[src/rtl/opnd_seq_pkg.sv]
package opnd_seq_pkg;

   typedef enum logic [2:0] {
      ST_IDLE,
      ST_EVAL,
      ST_IDX,
      ST_SUM,
      ST_IND,
      ST_FIN
   } seq_state_e;

   localparam logic [2:0] AM_DIRECT   = 3'd0;
   localparam logic [2:0] AM_INDIR    = 3'd1;
   localparam logic [2:0] AM_POSTINC  = 3'd2;
   localparam logic [2:0] AM_POSTINCD = 3'd3;
   localparam logic [2:0] AM_PREDEC   = 3'd4;
   localparam logic [2:0] AM_PREDECD  = 3'd5;
   localparam logic [2:0] AM_INDEX    = 3'd6;
   localparam logic [2:0] AM_INDEXD   = 3'd7;

endpackage

[src/rtl/opnd_addsub.sv]
module opnd_addsub #(
   parameter int W      = 16,
   parameter bit RIPPLE = 1'b0
) (
   input  logic [W-1:0] a,
   input  logic [W-1:0] b,
   input  logic         sub,
   output logic [W-1:0] y
);

   logic [W-1:0] bx;
   assign bx = b ^ {W{sub}};

   generate
      if (W < 2) begin : g_bad_width
         $error("opnd_addsub: W must be at least 2");
      end
      if (RIPPLE) begin : g_ripple
         logic [W-1:0] cy;
         assign cy[0] = sub;
         for (genvar i = 0; i < W; i++) begin : g_bit
            assign y[i] = a[i] ^ bx[i] ^ cy[i];
            if (i < W - 1) begin : g_carry
               assign cy[i+1] = (a[i] & bx[i]) | (cy[i] & (a[i] ^ bx[i]));
            end
         end
      end else begin : g_native
         assign y = a + bx + {{(W-1){1'b0}}, sub};
      end
   endgenerate

endmodule

[src/rtl/opnd_step.sv]
module opnd_step #(
   parameter int W         = 16,
   parameter int REG_AW    = 3,
   parameter int WORD_STEP = 2,
   parameter int BYTE_STEP = 1,
   parameter int SP_IDX    = 6,
   parameter int PC_IDX    = 7
) (
   input  logic              byte_op,
   input  logic              deferred,
   input  logic [REG_AW-1:0] reg_sel,
   output logic [W-1:0]      step
);

   localparam logic [REG_AW-1:0] SP_A = REG_AW'(SP_IDX);
   localparam logic [REG_AW-1:0] PC_A = REG_AW'(PC_IDX);
   localparam logic [W-1:0]      WSTEP = W'(WORD_STEP);
   localparam logic [W-1:0]      BSTEP = W'(BYTE_STEP);

   generate
      if (WORD_STEP % 2 != 0) begin : g_bad_word
         $error("opnd_step: WORD_STEP must be even");
      end
      if (BYTE_STEP < 1 || BYTE_STEP > WORD_STEP) begin : g_bad_byte
         $error("opnd_step: BYTE_STEP out of range");
      end
   endgenerate

   logic wide;
   assign wide = !byte_op || deferred || (reg_sel == SP_A) || (reg_sel == PC_A);
   assign step = wide ? WSTEP : BSTEP;

endmodule

[src/rtl/opnd_ctrl.sv]
module opnd_ctrl
   import opnd_seq_pkg::*;
(
   input  logic       clk,
   input  logic       rst_n,
   input  logic       start,
   input  logic [2:0] mode_q,
   input  logic       mem_ready,
   output seq_state_e state
);

   seq_state_e nxt;

   always_comb begin
      nxt = state;
      unique case (state)
         ST_IDLE: if (start) nxt = ST_EVAL;
         ST_EVAL: begin
            unique case (mode_q)
               AM_POSTINCD, AM_PREDECD: nxt = ST_IND;
               AM_INDEX, AM_INDEXD:     nxt = ST_IDX;
               default:                 nxt = ST_FIN;
            endcase
         end
         ST_IDX:  if (mem_ready) nxt = ST_SUM;
         ST_SUM:  nxt = mode_q[0] ? ST_IND : ST_FIN;
         ST_IND:  if (mem_ready) nxt = ST_FIN;
         ST_FIN:  nxt = ST_IDLE;
         default: nxt = ST_IDLE;
      endcase
   end

   always_ff @(posedge clk or negedge rst_n) begin
      if (!rst_n) state <= ST_IDLE;
      else        state <= nxt;
   end

   // the result strobe state lasts one cycle
   p_fin_single_r9: assert property (@(posedge clk) disable iff (!rst_n)
      state == ST_FIN |=> state == ST_IDLE);

   // a stalled deferred read keeps waiting
   p_ind_wait_r10: assert property (@(posedge clk) disable iff (!rst_n)
      (state == ST_IND && !mem_ready) |=> state == ST_IND);

   // a stalled index fetch keeps waiting
   p_idx_wait_r10: assert property (@(posedge clk) disable iff (!rst_n)
      (state == ST_IDX && !mem_ready) |=> state == ST_IDX);

endmodule

[src/rtl/opnd_seq.sv]
module opnd_seq
   import opnd_seq_pkg::*;
#(
   parameter int DATA_W     = 16,
   parameter int REG_AW     = 3,
   parameter int SP_IDX     = 6,
   parameter int PC_IDX     = 7,
   parameter int WORD_STEP  = 2,
   parameter int BYTE_STEP  = 1,
   parameter bit RIPPLE_ADD = 1'b0
) (
   input  logic              clk,
   input  logic              rst_n,
   input  logic              start,
   input  logic [2:0]        spec_mode,
   input  logic [REG_AW-1:0] spec_reg,
   input  logic              byte_op,
   output logic              busy,
   output logic              done,
   output logic              is_reg,
   output logic [DATA_W-1:0] ea,
   output logic [REG_AW-1:0] rf_raddr,
   input  logic [DATA_W-1:0] rf_rdata,
   output logic              rf_we,
   output logic [REG_AW-1:0] rf_waddr,
   output logic [DATA_W-1:0] rf_wdata,
   output logic              mem_req,
   output logic [DATA_W-1:0] mem_addr,
   input  logic              mem_ready,
   input  logic [DATA_W-1:0] mem_rdata
);

   localparam logic [REG_AW-1:0] SP_A  = REG_AW'(SP_IDX);
   localparam logic [REG_AW-1:0] PC_A  = REG_AW'(PC_IDX);
   localparam logic [DATA_W-1:0] WSTEP = DATA_W'(WORD_STEP);
   localparam int                NREG  = 1 << REG_AW;

   generate
      if (DATA_W < 8 || REG_AW < 3) begin : g_bad_dims
         $error("opnd_seq: DATA_W >= 8 and REG_AW >= 3 required");
      end
      if (SP_IDX >= NREG || PC_IDX >= NREG || SP_IDX == PC_IDX) begin : g_bad_idx
         $error("opnd_seq: SP_IDX/PC_IDX invalid");
      end
   endgenerate

   seq_state_e        state;
   logic [2:0]        mode_q;
   logic [REG_AW-1:0] reg_q;
   logic              byte_q;
   logic [DATA_W-1:0] ptr_q, idx_q, ea_q;
   logic              is_reg_q;
   logic [DATA_W-1:0] step, step_sel, adj_y, sum_y;
   logic              adj_sub;
   logic              accept;

   assign accept = (state == ST_IDLE) && start;

   opnd_ctrl u_ctrl (
      .clk       (clk),
      .rst_n     (rst_n),
      .start     (start),
      .mode_q    (mode_q),
      .mem_ready (mem_ready),
      .state     (state)
   );

   opnd_step #(
      .W(DATA_W), .REG_AW(REG_AW), .WORD_STEP(WORD_STEP),
      .BYTE_STEP(BYTE_STEP), .SP_IDX(SP_IDX), .PC_IDX(PC_IDX)
   ) u_step (
      .byte_op  (byte_q),
      .deferred (mode_q[0]),
      .reg_sel  (reg_q),
      .step     (step)
   );

   // Increment/decrement path: register steps and the PC advance
   assign step_sel = (state == ST_IDX) ? WSTEP : step;
   assign adj_sub  = (state == ST_EVAL) && mode_q[2];

   opnd_addsub #(.W(DATA_W), .RIPPLE(RIPPLE_ADD)) u_adj (
      .a   (rf_rdata),
      .b   (step_sel),
      .sub (adj_sub),
      .y   (adj_y)
   );

   // Index path: base register plus fetched index word
   opnd_addsub #(.W(DATA_W), .RIPPLE(RIPPLE_ADD)) u_idx (
      .a   (rf_rdata),
      .b   (idx_q),
      .sub (1'b0),
      .y   (sum_y)
   );

   // Specifier capture
   always_ff @(posedge clk or negedge rst_n) begin
      if (!rst_n) begin
         mode_q <= AM_DIRECT;
         reg_q  <= '0;
         byte_q <= 1'b0;
      end else if (accept) begin
         mode_q <= spec_mode;
         reg_q  <= spec_reg;
         byte_q <= byte_op;
      end
   end

   // Datapath registers
   always_ff @(posedge clk or negedge rst_n) begin
      if (!rst_n) begin
         ptr_q    <= '0;
         idx_q    <= '0;
         ea_q     <= '0;
         is_reg_q <= 1'b0;
      end else begin
         unique case (state)
            ST_IDLE: if (start) is_reg_q <= 1'b0;
            ST_EVAL: begin
               unique case (mode_q)
                  AM_DIRECT: begin
                     ea_q     <= {{(DATA_W-REG_AW){1'b0}}, reg_q};
                     is_reg_q <= 1'b1;
                  end
                  AM_INDIR, AM_POSTINC: ea_q  <= rf_rdata;
                  AM_POSTINCD:          ptr_q <= rf_rdata;
                  AM_PREDEC:            ea_q  <= adj_y;
                  AM_PREDECD:           ptr_q <= adj_y;
                  default: ;
               endcase
            end
            ST_IDX: if (mem_ready) idx_q <= mem_rdata;
            ST_SUM: begin
               if (mode_q[0]) ptr_q <= sum_y;
               else           ea_q  <= sum_y;
            end
            ST_IND: if (mem_ready) ea_q <= mem_rdata;
            default: ;
         endcase
      end
   end

   // Register file port
   assign rf_raddr = (state == ST_IDX) ? PC_A : reg_q;
   assign rf_waddr = (state == ST_IDX) ? PC_A : reg_q;
   assign rf_wdata = adj_y;
   assign rf_we    = ((state == ST_EVAL) && (mode_q[2] ^ mode_q[1]))
                   || ((state == ST_IDX) && mem_ready);

   // Memory port
   assign mem_req  = (state == ST_IDX) || (state == ST_IND);
   assign mem_addr = (state == ST_IDX) ? rf_rdata : ptr_q;

   // Result
   assign busy   = (state != ST_IDLE);
   assign done   = (state == ST_FIN);
   assign is_reg = is_reg_q;
   assign ea     = ea_q;

   // register mode touches neither memory nor registers
   p_direct_quiet_r1: assert property (@(posedge clk) disable iff (!rst_n)
      (busy && mode_q == AM_DIRECT) |-> (!mem_req && !rf_we));

   // register-indirect result equals the contents read while evaluating
   p_indir_ea_r2: assert property (@(posedge clk) disable iff (!rst_n)
      (done && mode_q == AM_INDIR && $past(state == ST_EVAL)) |-> ea == $past(rf_rdata));

   // stack pointer and program counter keep their parity
   p_even_step_r4: assert property (@(posedge clk) disable iff (!rst_n)
      (rf_we && (rf_waddr == SP_A || rf_waddr == PC_A)) |-> rf_wdata[0] == rf_rdata[0]);

   // a pending request holds its address
   p_req_hold_r10: assert property (@(posedge clk) disable iff (!rst_n)
      (mem_req && !mem_ready) |=> (mem_req && $stable(mem_addr)));

   // the captured specifier cannot change mid-sequence
   p_spec_hold_r11: assert property (@(posedge clk) disable iff (!rst_n)
      (busy && !done) |=> ($stable(mode_q) && $stable(reg_q) && $stable(byte_q)));

   // no register write in the result cycle
   p_no_write_done_r12: assert property (@(posedge clk) disable iff (!rst_n)
      done |-> !rf_we);

endmodule

[config.mk]
export PLATFORM = sky130hd
export DESIGN_NAME = opnd_seq
export DESIGN_NICKNAME = d
export VERILOG_FILES = /design/src/rtl/opnd_seq_pkg.sv /design/src/rtl/opnd_addsub.sv /design/src/rtl/opnd_step.sv /design/src/rtl/opnd_ctrl.sv /design/src/rtl/opnd_seq.sv
export SDC_FILE = /design/constraint.sdc
export NUM_CORES = 1
export LEC_CHECK = 0
export ABC_AREA = 0
export BUFFER_PORTS_ARGS = -buffer_cell sky130_fd_sc_hd__buf_4
export CORE_ASPECT_RATIO = 2
export CORE_MARGIN = 3
export CORE_UTILIZATION = 35
export CTS_CLUSTER_DIAMETER = 200
export DETAILED_ROUTE_END_ITERATION = 8
export PLACE_DENSITY = 0.61
export SLEW_MARGIN = 5
export SYNTH_ARGS = -nofsm -noshare
export SYNTH_HDL_FRONTEND = slang
export SYNTH_SLANG_ARGS = --single-unit
[constraint.sdc]
create_clock -name clk -period 6.2 [get_ports clk]
set_input_delay 0.62 -clock clk [delete_from_list [all_inputs] [get_ports clk]]
set_output_delay 0.62 -clock clk [all_outputs]
set_load 0.01 [all_outputs]
**Word-level counts from Yosys, hierarchy flattened**

Cells that the tools add are included.

- Shifts and indexed selects: 0
- Bitwise operators: 2
- Eq/ne operators: 22
- Muxes and demuxes: 20
- Multiply operators: 0
- Div/mod/pow operators: 0
- Reduce and logical (&&, ||, !) cells: 24
- Order comparisons: 0
- Add/subtract/negate cells: 3

Operators with widths:

| cell | number |
|---|---|
| 16-bit one-hot mux with 3 select lines | 2 |
| 16-bit two-way mux | 5 |
| 16-bit one-hot mux with 2 select lines | 2 |
| 16-bit adder | 2 |
| 3-bit == test (second input constant) | 8 |
| 16-bit by 1-bit adder with 16-bit output | 1 |
| 16-bit XOR | 1 |
| 3-bit one-hot mux with 5 select lines | 1 |
| 3-bit by 2-bit == test with 1-bit output (second input constant) | 4 |
| 3-bit two-way mux | 4 |
| 2-bit != test (second input constant) | 5 |
| 3-bit AND reduction | 3 |
| 3-bit by 1-bit == test with 1-bit output (second input constant) | 2 |
| 3-bit logical NOT | 2 |
| 3-bit one-hot mux with 2 select lines | 1 |
| 3-bit nonzero test | 2 |
| 2-bit OR reduction | 3 |
| 1-bit logical OR | 5 |
| 1-bit logical AND | 4 |
| 4-bit by 1-bit != test with 1-bit output (second input constant) | 1 |
| 4-bit AND reduction | 1 |
| 2-bit nonzero test | 2 |
| 1-bit two-way mux | 3 |
| 3-bit by 1-bit != test with 1-bit output (second input constant) | 1 |
| 6 further kinds | 6 |

- Output and inout bits: 59
- Memory bits (read-only): 0
- Memories: 0
- Flip-flop bits (word level): 59
- Bits in writable memories: 0
- Bits in latches: 0

**Depth between registers and ports, before layout**

- Depth after elaboration: 11
- Gate-level depth with buffers: 13
- Mapped depth without buffers: 11

**Hierarchy**

From an unflattened synthesis, not the netlist that was laid out.

- Cell total of the unflattened synthesis: 596
- Area total of the unflattened synthesis: 5736.8 um^2

By module, submodules not included:

| module | area an instance (um^2) | instances | cells each |
|---|---|---|---|
| opnd_seq | 3702.3 | 1 | 328 |
| opnd_addsub | 859.6 | 2 | 115 |
| opnd_ctrl | 178.9 | 1 | 19 |
| opnd_step | 136.4 | 1 | 19 |

**Worst setup path before layout**

OpenSTA, ideal clock, no wires.

- Path kind: register -> output
- Start point: reg u_ctrl.state[0]
- End point: out rf_wdata[15]
- Required time: 5.580 ns
- Path slack: 2.572 ns
- Data arrival time: 3.008 ns
- Stages on the path, launching flop included: 12
- Buffers on the path: 2
- Cells stage by stage: dfrtp_1 clkbuf_1 nor4bb_1 buf_2 xnor2_1 ha_1 and3_1 a211o_1 o31a_1 nor2_1 o21ai_0 xor2_1

- Longest elaborated chain between the ends: 5

Ends and longest elaborated chain:

| what | line | RTL |
|---|---|---|
| from (decl) | opnd_ctrl.sv:9 | `output seq_state_e state` |
| from (signal assigned) | opnd_ctrl.sv:35 | `else state <= nxt;` |
| 3-bit by 2-bit == test with 1-bit output / 3-bit by 1-bit == test with 1-bit output (equally long branches) | opnd_seq.sv:79, opnd_seq.sv:80 |  |
| 16-bit two-way mux / 1-bit logical AND (equally long branches) | opnd_seq.sv:79, opnd_seq.sv:80 |  |
| 16-bit XOR | opnd_addsub.sv:12 | `assign bx = b ^ {W{sub}};` |
| 16-bit adder | opnd_addsub.sv:28 | `assign y = a + bx + {{(W-1){1'b0}}, sub};` |
| 16-bit by 1-bit adder with 16-bit output (*) | opnd_addsub.sv:28 |  |
| to (decl) | opnd_seq.sv:26 | `output logic [DATA_W-1:0] rf_wdata,` |

Mark *: on every way between the ends. The rest lies on a longest branch, timed or not.

**Worst setup path in the final report**

- Start point: reg u_ctrl.state[1]
- End point: out rf_wdata[15]

The elaborated chain is that of the path after synthesis.

==> run_results.csv <==
group,metric,value,unit
status,outcome,"complete, no violations",
critical_path,start_kind,"flip-flop",
sta,drv_slew,0,
critical_path,path_class,"flip-flop to primary output",
clock_network,cts_made_buffers,9,
yosys,syn_area_per_cell,8.37,um2
yosys,synth_most_common_cell,"dfrtp_1",
detailed_routing,ant_nets,0,
placement,dpl.cell_count,870,
critical_path,endpoint_kind,"primary output",
die,rows,61,
clock_network,h-tree-depth,3,
critical_path,critPathArrivalTime,4.39,ns
clock_network,cts_resized,0,
layout,fillers,1422,
detailed_routing,drt_iter0_drc,249,
placement,gp_congestion,0.892,
critical_path,cp_num_cells,11,
global_route,antenna_found_initial,0,
layout,diodes,0,
sta,relSlewSlack,32.4,%
critical_path,slowest_delay,0.72,ns
sta,worst_slew_pin_slew,1.01,ns
clock_network,cts_tree,"built",
yosys,synth_ff_type,"dfrtp_1",
yosys,synth_edf_count,0,
clock_network,insertion_delay,0.34,ns
layout,drive_gt1_share,25.7,%
critical_path,path_cells,"nor3b_4 > nor3_1 > xnor2_1 > ha_1 > and3_1 > a211o_1 > o31a_1 > nor2_1 > o21ai_0 > xor2_1 > buf_4",
sta,whs,0.358,ns
sta,timing.fmax,200,MHz
detailed_routing,drt_pre_antenna_iters,7,
critical_path,cpMaxStageDelayCell,"dfrtp_1",
critical_path,critPathBufInv,1,
critical_path,critPathTopFamily,"simple AND/OR/NAND/NOR gates",
clock_network,postCtsSetupBuffers,0,
detailed_routing,avgRoutedWirePerCell,21.0,um
global_route,overflow,0,
power,p_leak,2.81,nW
die,dieWidth,91.4,um
yosys,synth_cells,610,
flow_run,max_cap_viol_count,0,
yosys,yosys_warnings,0,
yosys,yosys-top-cells-count,"59 x dfrtp_1, 58 x nand2_1, 54 x nor2_1, 44 x mux2_2, 41 x a21oi_1",
sta,fin_setup_tns,0,ns
clock_network,hold_buffers,0,
global_route,grt_max_degree,60,
global_route,grt_pass1_vias,5386,
sta,period_share,80.8,%
detailed_routing,drc,0,
die,die_h,177,um
yosys,synthTopCellsByArea,"dfrtp_1 29%, mux2_2 9.7%, ha_1 7.1%",
die,start_util,36.2,%
critical_path,reg2reg_depth,11,
clock_network,root_buffer,"clkbuf_16",
die,io-pin-count,102,
min_path,min_path_type,"primary input to async pin",
layout,fin_cells,886,
yosys,synth_area,5110,um2
critical_path,cp_max_fo,16,
power,powerDensity,601,nW/um2
layout,fin_nets,766,
yosys,ys_ff_latch,59,
yosys,yosysTopAreaCellShare,28.9,%
detailed_routing,wirelength,18.6,mm
sta,clock_skew,0.0103,ns
sta,setup_viol,0,
die,dieArea,16200,um2
global_route,grt_pass1_wl,29.3,mm
critical_path,worst-endpoint-required,5.58,ns
yosys,async_flop_share,100,%
layout,area_growth,24.7,%
clock_network,clk_pin_slew,0.06,ns
sta,finalHoldViolCount,0,
placement,dp_hpwl,14.1,mm
clock_network,clock_path_buffers,2,
placement,io_buffers,101,
sta,min_period,5.01,ns
die,core_area,14100,um2
yosys,synth_seq_area_share,28.9,%
sta,rsz0062_at_grt,"no",
yosys,syn_nets,684,
yosys,yosysUniqueCellTypes,58,
yosys,synth_top_cell_by_area,"dfrtp_1",
clock_network,cts_sinks,59,
global_route,track_usage,23.4,%
power,ir_worst_vdd,0.000244,V
detailed_routing,via_per_inst,5.81,
detailed_routing,vias,5148,
-- final cells by class --
class / instances / area, um2 / share of cell area, %
timing repair buffer: 109 / 818 / 12.8
clock inverter: 4 / 73.8 / 1.16
multi-input combinational: 501 / 3470 / 54.5
sequential: 59 / 1480 / 23.2
tap: 189 / 236 / 3.71
clock buffer: 12 / 246 / 3.87
inverter: 12 / 45.0 / 0.707
-- logic make-up after synthesis --
kind of cell / after synthesis / synth area share, %
AO/OA/AOI/OAI: 186 / 23.9
XOR/XNOR: 27 / 4.63
adder cells (fa/ha/maj): 31 / 7.89
buffers and inverters: 50 / 4.14
flip-flops: 59 / 28.9
multiplexers: 48 / 10.5
AND/OR/NAND/NOR: 209 / 20.0
-- through the flow --
step / worst slack, ns / util (%) / cell area (um2) / power [mW]
finish: 1.19 / 45.1 / 6370 / 3.83
global route: 0.940 / 45.1 / 6370 / 4.13
CTS: 1.25 / 45.1 / 6370 / 3.84
detailed placement: 1.62 / 42.8 / 6050 / 3.27
global placement: 1.77 / 42.8 / 6050 / 3.23
floorplan: 2.57 / - / 5110 / 2.33
-- power by group --
part	internal [mW]	leakage, nW	switching (mW)	total [mW]
logic	1.11	1.95	1.39	2.50
clock network	0.363	0.157	0.185	0.548
registers	0.581	0.710	0.198	0.779
-- cells in the final DEF (no fill, tap or decap), types with 10 or more instances in the layout --
cell,Yosys,routed
a22oi_1,10,10
o211ai_1,12,12
xor2_1,13,13
inv_1,12,12
a31oi_1,16,16
nor2b_1,15,15
nor3_1,14,13
or3_1,11,11
nand3_1,10,10
dfrtp_1,59,59
xnor2_1,14,14
a21oi_1,41,41
mux2_2,44,44
nor2_1,54,54
ha_1,29,29
o21ai_0,37,37
a21o_1,12,12
nand2_1,58,58
buf_4,3,109
-- layer usage --
| layer | track usage [%] | up-vias | routed length (um) |
|---|---|---|---|
| met4 | 12.5 | 0 | 916 |
| met3 | 3.53 | 54 | 801 |
| met2 | 43.9 | 176 | 10300 |
| li1 | - | 2433 | - |
| met5 | 0 | - | 0 |
| met1 | 24.5 | 2485 | 6610 |
-- worst register-to-register path: cells and delay by family (launching register included) --
family / cells / cell delay, ns
compound gates: 5 / 1.59
xor+xnor: 1 / 0.13
fa+ha+maj: 1 / 0.39
flops: 1 / 0.72
mux: 1 / 0.37
simple gates: 3 / 1.12
-- path summary, 6_finish.rpt --
kind,startpoint,slack [ns],end
min in group clk,ptr_q[8],0.48,ptr_q[8]
hold / removal,rst_n,0.36,idx_q[14]
setup / recovery,u_ctrl.state[1],1.19,rf_wdata[15]
setup reg to reg,u_ctrl.state[1],1.72,ea[4]
max in group asynchronous,rst_n,5.27,mode_q[2]
hold reg to reg,ptr_q[8],0.48,ptr_q[8]
Power figures use the tool's default switching activity.
